==> config.mk <==
export PLATFORM = sky130hd
export DESIGN_NAME = idx_data_port
export DESIGN_NICKNAME = d
export VERILOG_FILES = /design/src/rtl/idp_pkg.sv /design/src/rtl/idp_ctrl.sv /design/src/rtl/idp_datapath.sv /design/src/rtl/idx_data_port.sv
export SDC_FILE = /design/constraint.sdc
export NUM_CORES = 1
export LEC_CHECK = 0
export ABC_AREA = 1
export BUFFER_PORTS_ARGS = -buffer_cell sky130_fd_sc_hd__buf_2
export CORE_MARGIN = 2
export CORE_UTILIZATION = 40
export CTS_BUF_LIST = sky130_fd_sc_hd__clkbuf_8
export DETAILED_ROUTE_END_ITERATION = 7
export REMOVE_ABC_BUFFERS = 1
export SLEW_MARGIN = 20
export SYNTH_ARGS = -nofsm -noshare
export SYNTH_HDL_FRONTEND = slang
export SYNTH_HIERARCHICAL = 1
export SYNTH_SLANG_ARGS = --single-unit
==> constraint.sdc <==
create_clock -name clk -period 3.15 [get_ports clk]
set_input_delay 0.1575 -clock clk [delete_from_list [all_inputs] [get_ports clk]]
set_output_delay 0.1575 -clock clk [all_outputs]
set_load 0.01 [all_outputs]
==> src/rtl/idp_pkg.sv <==
package idp_pkg;
  localparam int NUM_REGS = 8;
  localparam int SLOT_W   = $clog2(NUM_REGS);

  typedef logic [SLOT_W-1:0] slot_t;

  typedef struct packed {
    logic  hit;
    slot_t slot;
  } map_t;

  // Control-to-datapath strobes
  typedef struct packed {
    logic  idxRd;
    logic  runRd;
    logic  runWr;
    slot_t runSlot;
    logic  cfgRdReg;
    logic  cfgWrReg;
    slot_t cfgSlot;
    logic  cfgRdBase;
  } strobe_t;

  // Run-time index to register slot
  function automatic map_t runIndexMap(logic [7:0] idx);
    map_t m;
    m = '0;
    m.hit = 1'b1;
    case (idx)
      8'h01:   m.slot = slot_t'(0);
      8'h03:   m.slot = slot_t'(1);
      8'h05:   m.slot = slot_t'(2);
      8'h06:   m.slot = slot_t'(3);
      8'h08:   m.slot = slot_t'(4);
      8'h09:   m.slot = slot_t'(5);
      8'h0A:   m.slot = slot_t'(6);
      8'h0B:   m.slot = slot_t'(7);
      default: m.hit  = 1'b0;
    endcase
    return m;
  endfunction

  // Configuration window offset to register slot
  function automatic map_t cfgOfsMap(logic [7:0] ofs);
    map_t m;
    m = '0;
    m.hit = 1'b1;
    case (ofs)
      8'hF6:   m.slot = slot_t'(0);
      8'hF4:   m.slot = slot_t'(1);
      8'hF9:   m.slot = slot_t'(2);
      8'hFA:   m.slot = slot_t'(3);
      8'hB0:   m.slot = slot_t'(4);
      8'hB1:   m.slot = slot_t'(5);
      8'hB2:   m.slot = slot_t'(6);
      8'hB3:   m.slot = slot_t'(7);
      default: m.hit  = 1'b0;
    endcase
    return m;
  endfunction

  function automatic logic baseLegal(logic [7:0] b);
    return (b == 8'hE0) || (b == 8'hE2) || (b == 8'hE4) || (b == 8'hEA);
  endfunction
endpackage

==> src/rtl/idp_ctrl.sv <==
module idp_ctrl
  import idp_pkg::*;
#(
  parameter int         ADDR_W       = 16,
  parameter logic [7:0] RESET_BASE   = 8'hEA,
  parameter logic [7:0] BASE_CFG_OFS = 8'hEC
) (
  input  logic              clk,
  input  logic              rstN,
  input  logic [ADDR_W-1:0] ioAddr,
  input  logic              ioWr,
  input  logic              ioRd,
  input  logic [7:0]        ioWdata,
  input  logic              runAccessEn,
  input  logic              cfgMode,
  input  logic              cfgWr,
  input  logic              cfgRd,
  input  logic [7:0]        cfgAddr,
  input  logic [7:0]        cfgWdata,
  output strobe_t           stb,
  output logic              hostAck,
  output logic [7:0]        indexQ,
  output logic [7:0]        pendingBase,
  output logic [7:0]        activeBase
);
  logic       cfgModeQ;
  logic       upperZero;
  logic       idxHit;
  logic       dataHit;
  logic       modeExit;
  logic       baseWrite;
  logic [7:0] dataAddr;
  map_t       runMap;
  map_t       cfgMap;

  assign upperZero = (ioAddr[ADDR_W-1:8] == '0);
  assign dataAddr  = activeBase + 8'd1;
  assign idxHit    = runAccessEn && upperZero && (ioAddr[7:0] == activeBase);
  assign dataHit   = runAccessEn && upperZero && (ioAddr[7:0] == dataAddr);
  assign hostAck   = (ioWr || ioRd) && (idxHit || dataHit);

  assign runMap    = runIndexMap(indexQ);
  assign cfgMap    = cfgOfsMap(cfgAddr);
  assign modeExit  = cfgModeQ && !cfgMode;
  assign baseWrite = cfgMode && cfgWr && (cfgAddr == BASE_CFG_OFS) && baseLegal(cfgWdata);

  always_comb begin
    stb           = '0;
    stb.idxRd     = ioRd && idxHit;
    stb.runRd     = ioRd && dataHit && runMap.hit;
    stb.runWr     = ioWr && dataHit && runMap.hit;
    stb.runSlot   = runMap.slot;
    stb.cfgRdReg  = cfgMode && cfgRd && cfgMap.hit;
    stb.cfgWrReg  = cfgMode && cfgWr && cfgMap.hit;
    stb.cfgSlot   = cfgMap.slot;
    stb.cfgRdBase = cfgMode && cfgRd && (cfgAddr == BASE_CFG_OFS);
  end

  always_ff @(posedge clk) begin
    if (!rstN) begin
      indexQ      <= 8'h00;
      pendingBase <= RESET_BASE;
      activeBase  <= RESET_BASE;
      cfgModeQ    <= 1'b0;
    end else begin
      cfgModeQ <= cfgMode;
      if (ioWr && idxHit) indexQ <= ioWdata;
      if (baseWrite) pendingBase <= cfgWdata;
      if (modeExit) activeBase <= pendingBase;
    end
  end
endmodule

==> src/rtl/idp_datapath.sv <==
module idp_datapath
  import idp_pkg::*;
(
  input  logic                  clk,
  input  logic                  rstN,
  input  strobe_t               stb,
  input  logic [7:0]            ioWdata,
  input  logic [7:0]            cfgWdata,
  input  logic [7:0]            indexQ,
  input  logic [7:0]            pendingBase,
  output logic [7:0]            hostRdData,
  output logic [7:0]            cfgRdata,
  output logic [NUM_REGS*8-1:0] regsQ,
  output logic [NUM_REGS-1:0]   regWrStb,
  output logic [NUM_REGS-1:0]   regRdStb
);
  logic [7:0] regQ [NUM_REGS];
  logic [NUM_REGS-1:0] cfgSel;
  logic [NUM_REGS-1:0] runSel;

  for (genvar g = 0; g < NUM_REGS; g++) begin : g_slot
    assign cfgSel[g]        = stb.cfgWrReg && (stb.cfgSlot == slot_t'(g));
    assign runSel[g]        = stb.runWr && (stb.runSlot == slot_t'(g));
    assign regWrStb[g]      = cfgSel[g] || runSel[g];
    assign regRdStb[g]      = (stb.runRd && (stb.runSlot == slot_t'(g))) ||
                              (stb.cfgRdReg && (stb.cfgSlot == slot_t'(g)));
    assign regsQ[g*8 +: 8]  = regQ[g];
  end

  // Configuration path has priority on a shared slot
  always_ff @(posedge clk) begin
    if (!rstN) begin
      for (int i = 0; i < NUM_REGS; i++) regQ[i] <= 8'h00;
    end else begin
      for (int i = 0; i < NUM_REGS; i++) begin
        if (cfgSel[i])      regQ[i] <= cfgWdata;
        else if (runSel[i]) regQ[i] <= ioWdata;
      end
    end
  end

  always_comb begin
    if (stb.idxRd)      hostRdData = indexQ;
    else if (stb.runRd) hostRdData = regQ[stb.runSlot];
    else                hostRdData = 8'h00;
  end

  always_comb begin
    if (stb.cfgRdReg)       cfgRdata = regQ[stb.cfgSlot];
    else if (stb.cfgRdBase) cfgRdata = pendingBase;
    else                    cfgRdata = 8'h00;
  end
endmodule

==> src/rtl/idx_data_port.sv <==
module idx_data_port
  import idp_pkg::*;
#(
  parameter int         ADDR_W       = 16,
  parameter logic [7:0] RESET_BASE   = 8'hEA,
  parameter logic [7:0] BASE_CFG_OFS = 8'hEC
) (
  input  logic                  clk,
  input  logic                  rstN,
  input  logic [ADDR_W-1:0]     ioAddr,
  input  logic                  ioWr,
  input  logic                  ioRd,
  input  logic [7:0]            ioWdata,
  output logic [7:0]            hostRdData,
  output logic                  hostAck,
  input  logic                  runAccessEn,
  input  logic                  cfgMode,
  input  logic                  cfgWr,
  input  logic                  cfgRd,
  input  logic [7:0]            cfgAddr,
  input  logic [7:0]            cfgWdata,
  output logic [7:0]            cfgRdata,
  output logic [NUM_REGS*8-1:0] regsQ,
  output logic [NUM_REGS-1:0]   regWrStb,
  output logic [NUM_REGS-1:0]   regRdStb
);
  strobe_t    stb;
  logic [7:0] indexQ;
  logic [7:0] pendingBase;
  logic [7:0] activeBase;

  idp_ctrl #(
    .ADDR_W(ADDR_W), .RESET_BASE(RESET_BASE), .BASE_CFG_OFS(BASE_CFG_OFS)
  ) u_ctrl (
    .clk(clk), .rstN(rstN), .ioAddr(ioAddr), .ioWr(ioWr), .ioRd(ioRd),
    .ioWdata(ioWdata), .runAccessEn(runAccessEn), .cfgMode(cfgMode),
    .cfgWr(cfgWr), .cfgRd(cfgRd), .cfgAddr(cfgAddr), .cfgWdata(cfgWdata),
    .stb(stb), .hostAck(hostAck), .indexQ(indexQ),
    .pendingBase(pendingBase), .activeBase(activeBase)
  );

  idp_datapath u_dp (
    .clk(clk), .rstN(rstN), .stb(stb), .ioWdata(ioWdata), .cfgWdata(cfgWdata),
    .indexQ(indexQ), .pendingBase(pendingBase), .hostRdData(hostRdData),
    .cfgRdata(cfgRdata), .regsQ(regsQ), .regWrStb(regWrStb), .regRdStb(regRdStb)
  );
endmodule

# ---- After elaboration in Yosys (flattened, before gate mapping)
# Memories as Yosys holds them, arrays and structs flattened.
# Index checks and enable logic that the tools add are counted.
dict set report op_classes {
  addsub 1
  n_eq_ne 37
  n_mux 81
  bitwise_logic 16
  n_reduce_logical 77
}
# operator count
set ops {}
lappend ops {{8-bit two-way mux} 20}
lappend ops {{8-bit == test (second input constant)} 13}
lappend ops {{1-bit two-way mux} 59}
lappend ops {{1-bit logical AND} 50}
lappend ops {{3-bit case mux with 7 select lines} 2}
lappend ops {{8-bit by 4-bit == test with 1-bit output (second input constant)} 4}
lappend ops {{3-bit == test (second input constant)} 8}
lappend ops {{1-bit logical OR} 21}
lappend ops {{8-bit by 3-bit == test with 1-bit output (second input constant)} 2}
lappend ops {{8-bit == test} 2}
lappend ops {{1-bit OR} 16}
lappend ops {{8-bit OR reduction} 2}
lappend ops {{3-bit by 2-bit == test with 1-bit output (second input constant)} 4}
lappend ops {{8-bit by 1-bit adder with 8-bit output (second input constant)} 1}
lappend ops {{8-bit by 1-bit == test with 1-bit output (second input constant)} 1}
lappend ops {{8-bit by 2-bit == test with 1-bit output (second input constant)} 1}
lappend ops {{8-bit zero test} 1}
lappend ops {{3-bit by 1-bit == test with 1-bit output (second input constant)} 2}
lappend ops {{3-bit zero test} 2}
lappend ops {{1-bit zero test} 1}
dict set report totals {
  ff_bits 25
  ramBits 64
  in_bits 48
  output_inout_bits 97
  word_cells 217
  memories 1
}
# memory words width read_ports rd_ports_with_merged_regs wr line
set mem_list {}
lappend mem_list {u_dp.regQ 8 8 10 0 8 idp_datapath.sv:17} ;# logic [7:0] regQ [NUM_REGS];

# ---- Longest topological paths before layout
dict set report logic_depth {
  ltp_word 11
  mapped_depth 16
  depth_no_buf 15
}

# ---- Modules after synthesis
# The synthesis kept the hierarchy.
# module n_inst cells_each area_per_inst_um2 seq_area_each_um2
set modules_own_cells {}
lappend modules_own_cells {idp_datapath 1 745 4942.2 1921.8}
lappend modules_own_cells {idp_ctrl 1 275 1634.1 500.5}

# ---- Least setup slack after synthesis
# No wires, ideal clock.
dict set report synth_timing {
  path_type {register to register}
  start {register u_ctrl.activeBase[1]}
  end {memory u_dp.regQ[1][0], enable pin}
  setup_time_ns 0.337
  arrival_time_ns 2.181
  t_required_ns 2.813
  slack_ns 0.632
  path_stages_with_launch 12
  path_buffers 0
  synth_period_minus_slack_ns 2.518
  cell_sequence {dfxtp_1 ha_1 nand3_1 o21ai_0 nand3_1 nor2_1 nand3_1 nor2_1 inv_2 nor2_2 nand3_2 nand3_1}
}
# element line
set synth_rtl {}
lappend synth_rtl {{start, declared} idp_ctrl.sv:24} ;# output logic [7:0] activeBase
lappend synth_rtl {{start signal, assigned} idp_ctrl.sv:69} ;# if (modeExit) activeBase <= pendingBase;
lappend synth_rtl {{end, declared} idp_datapath.sv:17}

==> qor.txt <==
outcome = finished clean
Die X = 132 um
Core Box Area = 16000 sq um
Cell Chain, Critical Path = nor2_1, nand2_1, nor3_1, o21ai_1, a21oi_2, buf_4, nor2_8, a21oi_1, nand3_1, nand3_1, nand2_1, buf_2
Max FO, Critical Path = 16
routed len/inst = 18.9 um
Worst EP required = 2.99 ns
pwr/cell area = 333 nW/um^2
DP Area = 7570 sq um
startpoint types = flop
Setup WS pre-CTS = 0.243 ns
clock insertion delay at the later pin of the skew report = 0.39 ns
H-tree Lvls = 3
Int Power = 1.81 mW
Antenna diodes = 0
crit path buf inv count = 2
Clock Sinks = 89
Relative slew margins = 47.4%
RD Place Congestion = 0.976
#FFs+latches synth = 89
switching power = 792 uW
final worst setup slack = 0.185 ns
Iter 0 DRT Violations = 1129
worst hold path type = in -> reg
critical path type = reg -> out
post-route cell area = 7800 sq um
Area growth syn-to-layout = 18.6%
top-area cell type share of the netlist area = 29.2%
RSZ-0062 raised after global routing = false
Area contributors post-synth = edfxtp_1, nand2_1, dfxtp_1, nand3_1, nor2_1
CTS resizes = 2
Worst Skew = 0.0120 ns
first-pass GRT wire length = 38.9 mm
initial core utilization = 41.1%
Async S/R FF share, synth = 0%
postcts setup bufs = 0
Cell Area, Synth = 6580 sq um
Die Y = 132 um
Max clock buf depth = 2
combinational power share = 15.1%
family with the most delay on the worst path = simple AND/OR/NAND/NOR gates
sequential power share = 52.6%
CTS root buffer = clkbuf_8
Peak VDD IR = 199 uV
Max-Cap Viols = 0
max incr delay on CP = 0.37 ns
Critical Path Stages = 12
Synth Warn # = 6
Detailed Place HPWL = 20.0 mm
Slew @ Worst Pin = 0.786 ns
Max Slew Vio Count = 0
register area share after synthesis = 36.8%
final core occ = 48.7%
Tot GR Track Use = 29.5%
floorplan row count = 46
DR vias = 7407
Yosys cell types = 34
non-filler cells, final = 1379
num ports = 145
CTS Hold Buffers Added = 0
Synth area leader = edfxtp_1
Sum Neg Setup Slack = 0 ns
Via density = 5.37
cells after synthesis = 1020
Final setup viols = 0
full die area = 17500 sq um
Reg2Reg Depth = 11
total CTS buffers = 9
TritonCTS clock tree = built
post-route antenna net violation count = 0
Clock power frac = 32.3%
Tmin final = 2.97 ns
DRT Pass-1 Iters = 6
Remaining DRCs = 0
clk slew on worst S/H paths = 0.10 ns
critical path's slowest cell = a21oi_2
Layout fillers = 1716
Worst Setup End Kind = primary output
Post-synth EDFFs = 64
Post-synth top flop = edfxtp_1
Nets = 1207
Lkg Pwr = 3.63 nW
Tcrit/Tclk final = 94.1%
initial antenna violation count = 0
f_max = 337 MHz
largest net degree at the start of global routing = 29
layout cells sized above 1 = 19.9%
WL final = 26.0 mm
Hold Crit Depth = 3
Data arrival, critical path = 2.81 ns
synthesized area per cell = 6.45 sq um
PortBufs = 144
placed cells = 1363
Switching Share = 30.5%
Final Hold Fails = 0
Final Power = 2.60 mW
number of global-route vias before repair = 6471
grt ovf = 0
Worst Hold Slack = 0.0180 ns
==> worst min-delay path, stage by stage <==
cell and delay [ns]:
buf_2 0.14, nand2_1 0.06, inv_1 0.03
==> cell families (layout without fill, tap and decap cells) <==
group	Yosys count	after routing	synth area share [%]
xor+xnor	7	7	0.932
simple gates	677	677	44.7
compound gates	100	100	8.37
buf+inv	146	289	8.92
fa+ha+maj	1	1	0.190
flops	89	89	36.8
==> power groups by stage <==
| stage | clock network (mW) | logic, mW | registers (mW) |
|---|---|---|---|
| after floorplan | 0 | 0.155 | 1.40 |
| after global placement | 0 | 0.383 | 1.39 |
| after detailed placement | 0 | 0.382 | 1.39 |
| after CTS | 0.852 | 0.383 | 1.36 |
| after global routing | 0.891 | 0.425 | 1.37 |
| final | 0.840 | 0.392 | 1.37 |
==> routing by layer <==
layer | vias to the layer above | routed length (um) | GRT usage [%]
met5 | - | 0 | 0
met4 | 0 | 715 | 10.2
met3 | 45 | 2780 | 3.96
met2 | 442 | 11000 | 43.2
met1 | 3344 | 11500 | 44.3
li1 | 3576 | - | -
==> cell type report <==
| type | count | area [sq um] | share of cell area (%) |
|---|---|---|---|
| repair buffers | 166 | 886 | 11.4 |
| multi-input cells | 785 | 3620 | 46.4 |
| clock inverters | 7 | 76.3 | 0.979 |
| inverters | 107 | 402 | 5.15 |
| clock buffers | 9 | 124 | 1.59 |
| flip-flops and latches | 89 | 2420 | 31.1 |
| well taps | 216 | 270 | 3.47 |
==> state kept, by name, indices dropped and copies added (netlist names) <==
register / cells
u_ctrl/pendingBase: 8
u_ctrl/indexQ: 8
u_dp/regQ: 64
u_ctrl/cfgModeQ: 1
u_ctrl/activeBase: 8
==> Yosys cell counts (3+ instances only) <==
library cell / instances
nor3_1: 5
nand3b_1: 4
clkbuf_1: 15
o21ai_1: 13
nand3_1: 98
nand3_2: 11
nor2_4: 7
inv_2: 6
dfxtp_1: 25
nor2_2: 8
nand4_1: 29
o211ai_1: 3
buf_1: 7
nor3_2: 4
inv_1: 99
edfxtp_1: 64
xnor2_1: 5
buf_2: 10
buf_4: 7
o21ai_0: 62
nor2_1: 115
nand2_1: 394
a21oi_1: 12
==> final timing paths <==
kind         slack [ns]                   from               endpoint
max reg2reg        0.27   u_ctrl/activeBase[0]        u_dp/regQ[2][6]
max                0.18       u_ctrl/indexQ[5]          hostRdData[0]
min                0.02                cfgMode        u_ctrl/cfgModeQ
min reg2reg        0.48  u_ctrl/pendingBase[4]  u_ctrl/pendingBase[4]
==> layout by cell type, fill, tap and decap left out, types with 2 or more instances in the layout <==
| cell type | n |
|---|---|
| o211ai_1 | 3 |
| clkinv_1 | 2 |
| nand3_2 | 12 |
| nand3b_1 | 4 |
| nand3_1 | 97 |
| xor2_1 | 2 |
| nor2_4 | 10 |
| o21ai_1 | 13 |
| o21ai_0 | 61 |
| nor2_2 | 7 |
| xnor2_1 | 5 |
| buf_2 | 144 |
| inv_1 | 99 |
| buf_4 | 22 |
| nand2_1 | 394 |
| a21oi_1 | 11 |
| edfxtp_1 | 64 |
| dfxtp_1 | 25 |
| a21oi_2 | 3 |
| o32ai_1 | 2 |
| clkinv_4 | 2 |
| nor3_2 | 4 |
| inv_6 | 2 |
| nor2_1 | 113 |
| inv_2 | 6 |
| o21ai_2 | 3 |
| o31ai_1 | 2 |
| clkbuf_8 | 9 |
| nand4_1 | 29 |
| nor3_1 | 5 |
(Power assumes the default switching activity.)
